`src/rtl/egpio_pkg.sv`:
```
package egpio_pkg;
  localparam logic [1:0] SIZE_WORD = 2'b10;

  localparam int unsigned OFS_DIR = 'h00;
  localparam int unsigned OFS_ODR = 'h04;
  localparam int unsigned OFS_DAT = 'h08;
  localparam int unsigned OFS_EVT = 'h0C;
  localparam int unsigned OFS_MSK = 'h10;
  localparam int unsigned OFS_CTL = 'h14;

  localparam int unsigned NREGS = 6;
  localparam int unsigned IX_DIR = 0;
  localparam int unsigned IX_ODR = 1;
  localparam int unsigned IX_DAT = 2;
  localparam int unsigned IX_EVT = 3;
  localparam int unsigned IX_MSK = 4;
  localparam int unsigned IX_CTL = 5;

  typedef enum logic [2:0] {
    SEL_DIR, SEL_ODR, SEL_DAT, SEL_EVT, SEL_MSK, SEL_CTL, SEL_NONE
  } reg_sel_e;
endpackage

```
`src/rtl/egpio_sync.sv`:
```
module egpio_sync #(
  parameter int unsigned W      = 32,
  parameter int unsigned STAGES = 2
) (
  input  logic         clk,
  input  logic         rst_n,
  input  logic [W-1:0] din,
  output logic [W-1:0] dout
);
  logic [W-1:0] stage_q [STAGES];

  always_ff @(posedge clk or negedge rst_n) begin
    if (!rst_n) begin
      for (int i = 0; i < int'(STAGES); i++) stage_q[i] <= '0;
    end else begin
      stage_q[0] <= din;
      for (int i = 1; i < int'(STAGES); i++) stage_q[i] <= stage_q[i-1];
    end
  end

  assign dout = stage_q[STAGES-1];
endmodule

```
`src/rtl/egpio_decode.sv`:
```
module egpio_decode
  import egpio_pkg::*;
#(
  parameter int unsigned AW = 8
) (
  input  logic             bus_sel,
  input  logic             bus_we,
  input  logic [AW-1:0]    bus_addr,
  input  logic [1:0]       bus_size,
  output logic [NREGS-1:0] wr_en,
  output logic             rd_go,
  output reg_sel_e         rd_sel
);
  logic     word_ok;
  reg_sel_e hit;

  assign word_ok = (bus_size == SIZE_WORD) && (bus_addr[1:0] == 2'b00);

  always_comb begin
    hit = SEL_NONE;
    if      (bus_addr == AW'(OFS_DIR)) hit = SEL_DIR;
    else if (bus_addr == AW'(OFS_ODR)) hit = SEL_ODR;
    else if (bus_addr == AW'(OFS_DAT)) hit = SEL_DAT;
    else if (bus_addr == AW'(OFS_EVT)) hit = SEL_EVT;
    else if (bus_addr == AW'(OFS_MSK)) hit = SEL_MSK;
    else if (bus_addr == AW'(OFS_CTL)) hit = SEL_CTL;
  end

  always_comb begin
    wr_en = '0;
    if (bus_sel && bus_we && word_ok) begin
      unique case (hit)
        SEL_DIR: wr_en[IX_DIR] = 1'b1;
        SEL_ODR: wr_en[IX_ODR] = 1'b1;
        SEL_DAT: wr_en[IX_DAT] = 1'b1;
        SEL_EVT: wr_en[IX_EVT] = 1'b1;
        SEL_MSK: wr_en[IX_MSK] = 1'b1;
        SEL_CTL: wr_en[IX_CTL] = 1'b1;
        default: wr_en = '0;
      endcase
    end
  end

  assign rd_go  = bus_sel && !bus_we;
  assign rd_sel = word_ok ? hit : SEL_NONE;
endmodule

```
`src/rtl/egpio_edge.sv`:
```
module egpio_edge #(
  parameter int unsigned W = 32
) (
  input  logic [W-1:0] lvl,
  input  logic [W-1:0] data_q,
  input  logic [W-1:0] dir_q,
  input  logic [W-1:0] ctl_q,
  output logic [W-1:0] set_evt
);
  for (genvar b = 0; b < int'(W); b++) begin : g_bit
    logic moved;
    logic fell;
    assign moved      = lvl[b] ^ data_q[b];
    assign fell       = data_q[b] & ~lvl[b];
    assign set_evt[b] = ~dir_q[b] & (ctl_q[b] ? fell : moved);
  end
endmodule

```
`src/rtl/edge_gpio.sv`:
```
module edge_gpio
  import egpio_pkg::*;
#(
  parameter int unsigned PINS      = 32,
  parameter int unsigned AW        = 8,
  parameter int unsigned SYNC_STGS = 2
) (
  input  logic            clk,
  input  logic            rst_n,
  input  logic            bus_sel,
  input  logic            bus_we,
  input  logic [AW-1:0]   bus_addr,
  input  logic [1:0]      bus_size,
  input  logic [PINS-1:0] bus_wdata,
  output logic [PINS-1:0] bus_rdata,
  input  logic [PINS-1:0] pin_in,
  output logic [PINS-1:0] pin_out,
  output logic [PINS-1:0] pin_oe,
  output logic            irq
);
  localparam int unsigned TOP = PINS - 1;

  logic [PINS-1:0]  dir_q, odr_q, data_q, evt_q, mask_q, ctl_q;
  logic [PINS-1:0]  pin_reg_order, lvl_sync, set_evt;
  logic [PINS-1:0]  data_d, evt_d, clr_bits, rd_mux;
  logic [NREGS-1:0] wr_en;
  logic             rd_go;
  reg_sel_e         rd_sel;

  // pin n <-> register bit TOP-n
  for (genvar n = 0; n < int'(PINS); n++) begin : g_map
    assign pin_reg_order[TOP-n] = pin_in[n];
    assign pin_oe[n]            = dir_q[TOP-n];
    assign pin_out[n]           = data_q[TOP-n];
  end

  egpio_sync #(.W(PINS), .STAGES(SYNC_STGS)) i_sync (
    .clk  (clk),
    .rst_n(rst_n),
    .din  (pin_reg_order),
    .dout (lvl_sync)
  );

  egpio_decode #(.AW(AW)) i_dec (
    .bus_sel (bus_sel),
    .bus_we  (bus_we),
    .bus_addr(bus_addr),
    .bus_size(bus_size),
    .wr_en   (wr_en),
    .rd_go   (rd_go),
    .rd_sel  (rd_sel)
  );

  egpio_edge #(.W(PINS)) i_edge (
    .lvl    (lvl_sync),
    .data_q (data_q),
    .dir_q  (dir_q),
    .ctl_q  (ctl_q),
    .set_evt(set_evt)
  );

  // outputs take written data; inputs track the synchronized level
  always_comb begin
    for (int b = 0; b < int'(PINS); b++) begin
      if (dir_q[b]) data_d[b] = wr_en[IX_DAT] ? bus_wdata[b] : data_q[b];
      else          data_d[b] = lvl_sync[b];
    end
  end

  // write-one-to-clear, a same-edge set takes priority
  assign clr_bits = wr_en[IX_EVT] ? bus_wdata : '0;
  assign evt_d    = (evt_q & ~clr_bits) | set_evt;

  always_ff @(posedge clk or negedge rst_n) begin
    if (!rst_n) begin
      dir_q  <= '0;
      odr_q  <= '0;
      data_q <= '0;
      evt_q  <= '0;
      mask_q <= '0;
      ctl_q  <= '0;
    end else begin
      if (wr_en[IX_DIR]) dir_q  <= bus_wdata;
      if (wr_en[IX_ODR]) odr_q  <= bus_wdata;
      if (wr_en[IX_MSK]) mask_q <= bus_wdata;
      if (wr_en[IX_CTL]) ctl_q  <= bus_wdata;
      data_q <= data_d;
      evt_q  <= evt_d;
    end
  end

  always_comb begin
    unique case (rd_sel)
      SEL_DIR: rd_mux = dir_q;
      SEL_ODR: rd_mux = odr_q;
      SEL_DAT: rd_mux = data_q;
      SEL_EVT: rd_mux = evt_q;
      SEL_MSK: rd_mux = mask_q;
      SEL_CTL: rd_mux = ctl_q;
      default: rd_mux = '0;
    endcase
  end

  always_ff @(posedge clk or negedge rst_n) begin
    if (!rst_n)     bus_rdata <= '0;
    else if (rd_go) bus_rdata <= rd_mux;
    else            bus_rdata <= '0;
  end

  assign irq = |(evt_q & mask_q);
endmodule

```
`config.mk`:
```
export PLATFORM = sky130hd
export DESIGN_NAME = edge_gpio
export DESIGN_NICKNAME = d
export VERILOG_FILES = /design/src/rtl/egpio_pkg.sv /design/src/rtl/egpio_sync.sv /design/src/rtl/egpio_decode.sv /design/src/rtl/egpio_edge.sv /design/src/rtl/edge_gpio.sv
export SDC_FILE = /design/constraint.sdc
export NUM_CORES = 1
export LEC_CHECK = 0
export ABC_AREA = 1
export CAP_MARGIN = 40
export CORE_UTILIZATION = 50
export DETAILED_ROUTE_END_ITERATION = 8
export DONT_BUFFER_PORTS = 1
export PLACE_DENSITY = 0.76
export SYNTH_ARGS = -nofsm -noshare
export SYNTH_HDL_FRONTEND = slang
export SYNTH_HIERARCHICAL = 1
export SYNTH_SLANG_ARGS = --single-unit
export TNS_END_PERCENT = 10
```
`constraint.sdc`:
```
create_clock -name clk -period 1.4 [get_ports clk]
set_input_delay 0.42 -clock clk [delete_from_list [all_inputs] [get_ports clk]]
set_output_delay 0.42 -clock clk [all_outputs]
set_load 0.1 [all_outputs]
```
==> results of run 1 <==
repair_timing:
action	4_1_cts	5_1_grt
cloned	0	13
pin swaps	2	38
gates resized for setup	124	87
setup buffers	10	28
hold endpoints to repair	320	288
setup endpoints to repair	110	216
worst register-to-register path: cells and delay by family, from the launching register on:
kind	cells	cell delay, ps
DFF	1	420
adders and majority gates	1	280
and+or+nand+nor	3	180
buffers and inverters	1	150
AOI/OAI and AO/OA	1	140
cell families (layout without fill, tap and decap cells):
kind of cell	count (synthesis)	count (layout)
buf+inv	340	565
compound gates	257	257
simple gates	769	769
flops	288	288
fa+ha+maj	32	32
worst paths after layout:
check                              startpoint         endpoint  slack [ps]
max reg2reg                        data_q[20]        evt_q[20]         120
min reg2reg                i_sync/stage_q[55]  i_sync/dout[23]         340
max in group asynchronous               rst_n         dir_q[0]        1180
min in group clk                 bus_wdata[1]         dir_q[1]          30
min                                     rst_n     bus_rdata[3]        -380
max                                  evt_q[7]              irq        -750
layer usage:
layer / track usage / vias up / part of all wire
met5: 0 / - / 0
met4: 0.129 / 0 / 0.043
met3: 0.0489 / 146 / 0.079
met2: 0.473 / 646 / 0.50
met1: 0.328 / 6140 / 0.38
li1: - / 5818 / -
cell usage in the layout, fill, tap and decap left out, types with 2 or more instances in the layout:
cell type,instances
nor2_2,17
inv_8,2
nor2_4,11
clkbuf_1,8
buf_8,3
inv_4,4
buf_6,10
clkbuf_16,47
inv_2,4
clkinv_2,2
inv_1,189
nor2_1,203
buf_12,124
ha_1,32
nand2_2,12
a21o_1,32
o21ai_0,56
dfrtp_1,247
bufinv_16,3
buf_4,116
a21oi_1,139
dlygate4sd3_1,32
clkinv_1,12
nand3_2,10
o21ai_1,9
nand2_4,6
o211ai_1,9
clkbuf_8,4
clkinv_4,2
nand4_1,120
nand2_1,328
a21oi_2,12
dfrtp_2,41
nand3_1,60
area by class of cell:
class / instances / share of cell area
repair buffers: 295 / 0.213
well taps: 341 / 0.0223
flip-flops and latches: 288 / 0.379
clock inverters: 6 / 0.00563
inverters: 215 / 0.0449
multi-input cells: 1058 / 0.281
clock buffers: 49 / 0.0529
cell usage after synthesis:
| cell type | n | share of area |
|---|---|---|
| o21ai_0 | 65 | 0.024 |
| nand3_1 | 68 | 0.025 |
| buf_1 | 13 | 0.0035 |
| inv_1 | 198 | 0.054 |
| a21oi_1 | 151 | 0.055 |
| nor2_1 | 225 | 0.061 |
| clkinv_1 | 12 | 0.0033 |
| nor2_2 | 3 | 0.0014 |
| nor2_8 | 1 | 0.0014 |
| buf_4 | 42 | 0.023 |
| nand3_2 | 2 | 0.0014 |
| buf_2 | 29 | 0.010 |
| nand2_2 | 5 | 0.0023 |
| nor2_4 | 3 | 0.0024 |
| buf_6 | 1 | 0.00081 |
| dfrtp_1 | 288 | 0.52 |
| nand2_1 | 340 | 0.092 |
| clkbuf_1 | 40 | 0.011 |
| o211ai_1 | 9 | 0.0049 |
| nand2_4 | 1 | 0.00081 |
| nor3_1 | 1 | 0.00036 |
| a21o_1 | 32 | 0.017 |
| ha_1 | 32 | 0.029 |
| inv_2 | 5 | 0.0014 |
| nand4_1 | 120 | 0.054 |
metrics by stage:
| stage | utilization | std cells | instance area, um2 | hold slack [ps] | setup WS, ps |
|---|---|---|---|---|---|
| after CTS | 0.679 | 2211 | 18300 | -392 | -701 |
| final | 0.708 | 2252 | 19100 | -385 | -745 |
| after detailed placement | 0.608 | 2114 | 16400 | 135 | -588 |
| after floorplan | - | 1686 | 14000 | 124 | -319 |
| after global routing | 0.708 | 2252 | 19100 | -402 | -800 |
| after global placement | 0.608 | 2114 | 16400 | 138 | -514 |
power by group through the flow:
| stage | combinational (mW) | sequential (mW) | clock (mW) |
|---|---|---|---|
| 2_1_floorplan | 0.365 | 8.86 | 0 |
| 3_3_place_gp | 0.676 | 8.69 | 0 |
| 3_5_place_dp | 0.699 | 8.69 | 0 |
| 4_1_cts | 0.845 | 8.55 | 9.02 |
| 5_1_grt | 0.941 | 8.56 | 9.34 |
| 6_report | 0.883 | 8.56 | 8.90 |
==> results.toml, run 1 <==
[pwr]
seqPwrFrac = 0.467
power.density_nw_per_um2 = 959
combPwrFrac = 0.048
pwr-share-clk = 0.485
irDropWorstVdd_v = 0.00118
internal-power_mw = 14.3
p_leak_nw = 9.71
switchingPower_mw = 3.98
swShare = 0.217
finalPower_mw = 18.3

[yosys]
synth_xor_area_frac = 0
synth_compound_area_frac = 0.100
yosysWarningCount = 6
synth_cell_types = 25
ys_seq_area_frac = 0.521
synth_cells = 1686
synth_top_family_by_area = "simple AND/OR/NAND/NOR gates"
synth_adder_area_share = 0.0290
syn_nets = 1796
synth_seq_cells = 288
syn-cell-area_um2 = 13800
syn_avg_cell_area_um2 = 8.20
synthSimpleGateAreaFrac = 0.242
synth.area.mux_share = 0

[sta]
holdWs_ps = -385
skew_ps = 10.8
post-route-min-period_ps = 2150
setup_ws_ps = -745
slew_headroom = 0.555
fmax_mhz = 466
rsz0062_at_grt = "true"
slew_viol_final = 0
setup_tns_ps = -14350
fin_crit_sh = 1.53
setup_viol = 130
worstMarginPinSlew_ps = 667
finalHoldViolations = 288

[critical_path]
cp_max_fo = 2
slowest_stage = "dfrtp_1"
path_buf_inv = 1
crit_required_ps = 980
startpoint_type = "register"
cp.arrival_ps = 1730
end_kind = "primary output"
critPathMostFrequentCell = "nand2_1"
cp_cell_sequence = "nand2_1 > nand2_1 > a21oi_2 > nand3_2 > nor2_2 > nand2_2 > buf_12"
crit_cells = 7
rr_worst_depth = 6
worstSetupPathType = "register to primary output"
cpPeakStageDelay_ps = 390
crit_family = "simple AND/OR/NAND/NOR gates"

[floorplanning]
start_util = 0.512
row_count = 60
pin_count = 175
core_area_um2 = 27000
die_y_um = 168
dieArea_um2 = 28300
die_x_um = 168

[final_layout]
fin_nets = 2002
fillers = 1824
antenna_cells = 0
multiInputGateArea_um2 = 5380
syn_to_final_growth_pct = 38.3
drive_gt1_frac = 0.228
final-seq-area_um2 = 7260

[grt]
grt_pass1_wl_mm = 61.8
grt-ovfl-total = 0
grt_usage = 0.272
antenna_found_initial = 0
grt_start_max_net_pins = 289
grt_pass1_vias = 12700

[clocking]
holdBufCountCts = 32
clkLatencyLatePin_ps = 510
cts_tree = "yes"
clockBufferDepth = 3
htree_levels = 2
cts-root-buf = "clkbuf_16"
cts_inserted_buffers = 34
cts_sinks = 288
clk_pin_slew_ps = 60

[placement]
io_buffers = 0
gp_congestion = 0.827
dpl.hpwl_mm = 24.0

[run]
cap_violations = 0

[drt]
routed_wl_mm = 41.2
drtAntennaViolNets = 0
post_drt_wl_per_cell_um = 18.3
first_iter_violations = 1452
vias = 12800
drc = 0
via_per_inst = 5.66
drtPass1Iterations = 8

[outcome]
status = "complete, but fails checks"
violations = "negative hold slack, negative setup slack"

[hold_path]
hp-class = "primary input to asynchronous set/reset pin"
No activity file was read; power rests on OpenSTA's default activity.
==> run 2, diff against run 1 <==
CORE_ASPECT_RATIO = 0.7   (was not set)
==> results.toml, run 2 (synthesized netlist as in run 1, its figures left out) <==
[drt]
drtPass1Iterations = 6
via_per_inst = 5.49
drtAntennaViolNets = 0
post_drt_wl_per_cell_um = 17.8
drc = 0
routed_wl_mm = 40.4
first_iter_violations = 1171
vias = 12500

[sta]
rsz0062_at_grt = "true"
skew_ps = 10.9
worstMarginPinSlew_ps = 715
slew_viol_final = 0
finalHoldViolations = 288
setup_ws_ps = -753
setup_viol = 98
holdWs_ps = -426
fin_crit_sh = 1.54
fmax_mhz = 464
slew_headroom = 0.523
post-route-min-period_ps = 2150

[critical_path]
startpoint = "evt_q[31]"
r2r_start = "data_q[20]"
crit_required_ps = 980
cp_max_fo = 2
end_kind = "primary output"
worstSetupPathType = "register to primary output"
cp.arrival_ps = 1730
startpoint_type = "register"

[clocking]
clkLatencyLatePin_ps = 560
clockBufferDepth = 3
cts_tree = "yes"
cts_sinks = 288
clk_pin_slew_ps = 70
cts-root-buf = "clkbuf_16"
cts_inserted_buffers = 29
htree_levels = 1

[floorplanning]
row_count = 50
core_area_um2 = 27000
die_x_um = 201
start_util = 0.513
pin_count = 175
dieArea_um2 = 28300
die_y_um = 141

[final_layout]
multiInputGateArea_um2 = 5240
final-seq-area_um2 = 7260
syn_to_final_growth_pct = 35.5
fillers = 1942
drive_gt1_frac = 0.199
final_common_cell = "nand2_1"
antenna_cells = 0
fin_nets = 2002
final_cell_mix = "nand2_1 (333), dfrtp_1 (249), nor2_1 (214)"

[pwr]
switchingPower_mw = 3.97
finalPower_mw = 17.5
combPwrFrac = 0.053
p_leak_nw = 9.53
internal-power_mw = 13.5
seqPwrFrac = 0.488
power.density_nw_per_um2 = 934
pwr-share-clk = 0.459
irDropWorstVdd_v = 0.000802
swShare = 0.227

[grt]
grt-ovfl-total = 0
grt_pass1_wl_mm = 63.4
grt_start_max_net_pins = 289
antenna_found_initial = 0
grt_usage = 0.283
grt_pass1_vias = 12200

[run]
cap_violations = 0

[placement]
io_buffers = 0
gp_congestion = 0.842
dpl.hpwl_mm = 25.8

[outcome]
violations = "negative hold slack, negative setup slack"
status = "complete, but fails checks"

[hold_path]
hp-class = "primary input to asynchronous set/reset pin"
-- run 2: cell count changes in the layout (fill, tap and decap cells not counted), sizes merged --
cell	delta
buf	-8
clkbuf	-19
clkinv	+3
clkinvlp	+3
dlygate4sd3	+23
inv	+1
-- run 2: final timing paths --
check | to | slack [ps] | cells after the start
max in group asynchronous | data_q[18] | 1190 | 0
hold / removal | i_sync/stage_q[37] | -430 | 0
hold reg to reg | i_sync/dout[29] | 350 | 0
setup reg to reg | evt_q[20] | 120 | 6
setup / recovery | irq | -750 | 7
min in group clk | mask_q[3] | 10 | 2
-- run 2: per-layer routing --
layer | vias up | share of wire | GRT usage
met3 | 96 | 0.095 | 0.0682
met1 | 6011 | 0.44 | 0.400
met2 | 568 | 0.44 | 0.430
met4 | 0 | 0.024 | 0.0904
li1 | 5822 | - | -
met5 | - | 0 | 0
-- run 2: worst max-delay path, stage by stage, from the launching register on --
cell and delay [ps]:
dfrtp_1 390, nand2_1 80, nand2_1 70, nor2_2 140
nand2_1 120, nor2_1 110, nand2_1 90, buf_12 170
-- run 2: power groups by stage --
| stage | Sequential, mW | Combinational (mW) | Clock [mW] |
|---|---|---|---|
| floorplan | 8.86 | 0.365 | 0 |
| global placement | 8.69 | 0.677 | 0 |
| detailed placement | 8.69 | 0.701 | 0 |
| CTS | 8.55 | 0.906 | 8.15 |
| global route | 8.56 | 0.985 | 8.50 |
| finish | 8.55 | 0.927 | 8.03 |
-- run 2: timing repair --
item,4_1_cts,5_1_grt
hold buffers,54,1
endpoints found under the hold margin,350,289
pin swaps,3,5
gates resized for setup,129,21
buffers inserted,8,15
setup endpoints to repair,97,156
-- run 2: metrics by stage --
stage / TNS, ps / utilization / cells / instance area [um2] / setup WS (ps)
CTS: -19810 / 0.688 / 2262 / 18600 / -758
finish: -17850 / 0.695 / 2278 / 18700 / -753
global route: -21250 / 0.695 / 2278 / 18700 / -817
detailed placement: -91880 / 0.613 / 2147 / 16500 / -552
global placement: -81900 / 0.613 / 2147 / 16500 / -477
floorplan: -60680 / - / 1686 / 14000 / -319
-- run 2: layout make-up --
cell class,count,share of cell area
inverters,215,0.0443
repair buffers,300,0.212
flip-flops and latches,288,0.387
well taps,364,0.0243
clock buffers,40,0.0441
clock inverters,13,0.00855
multi-input cells,1058,0.280
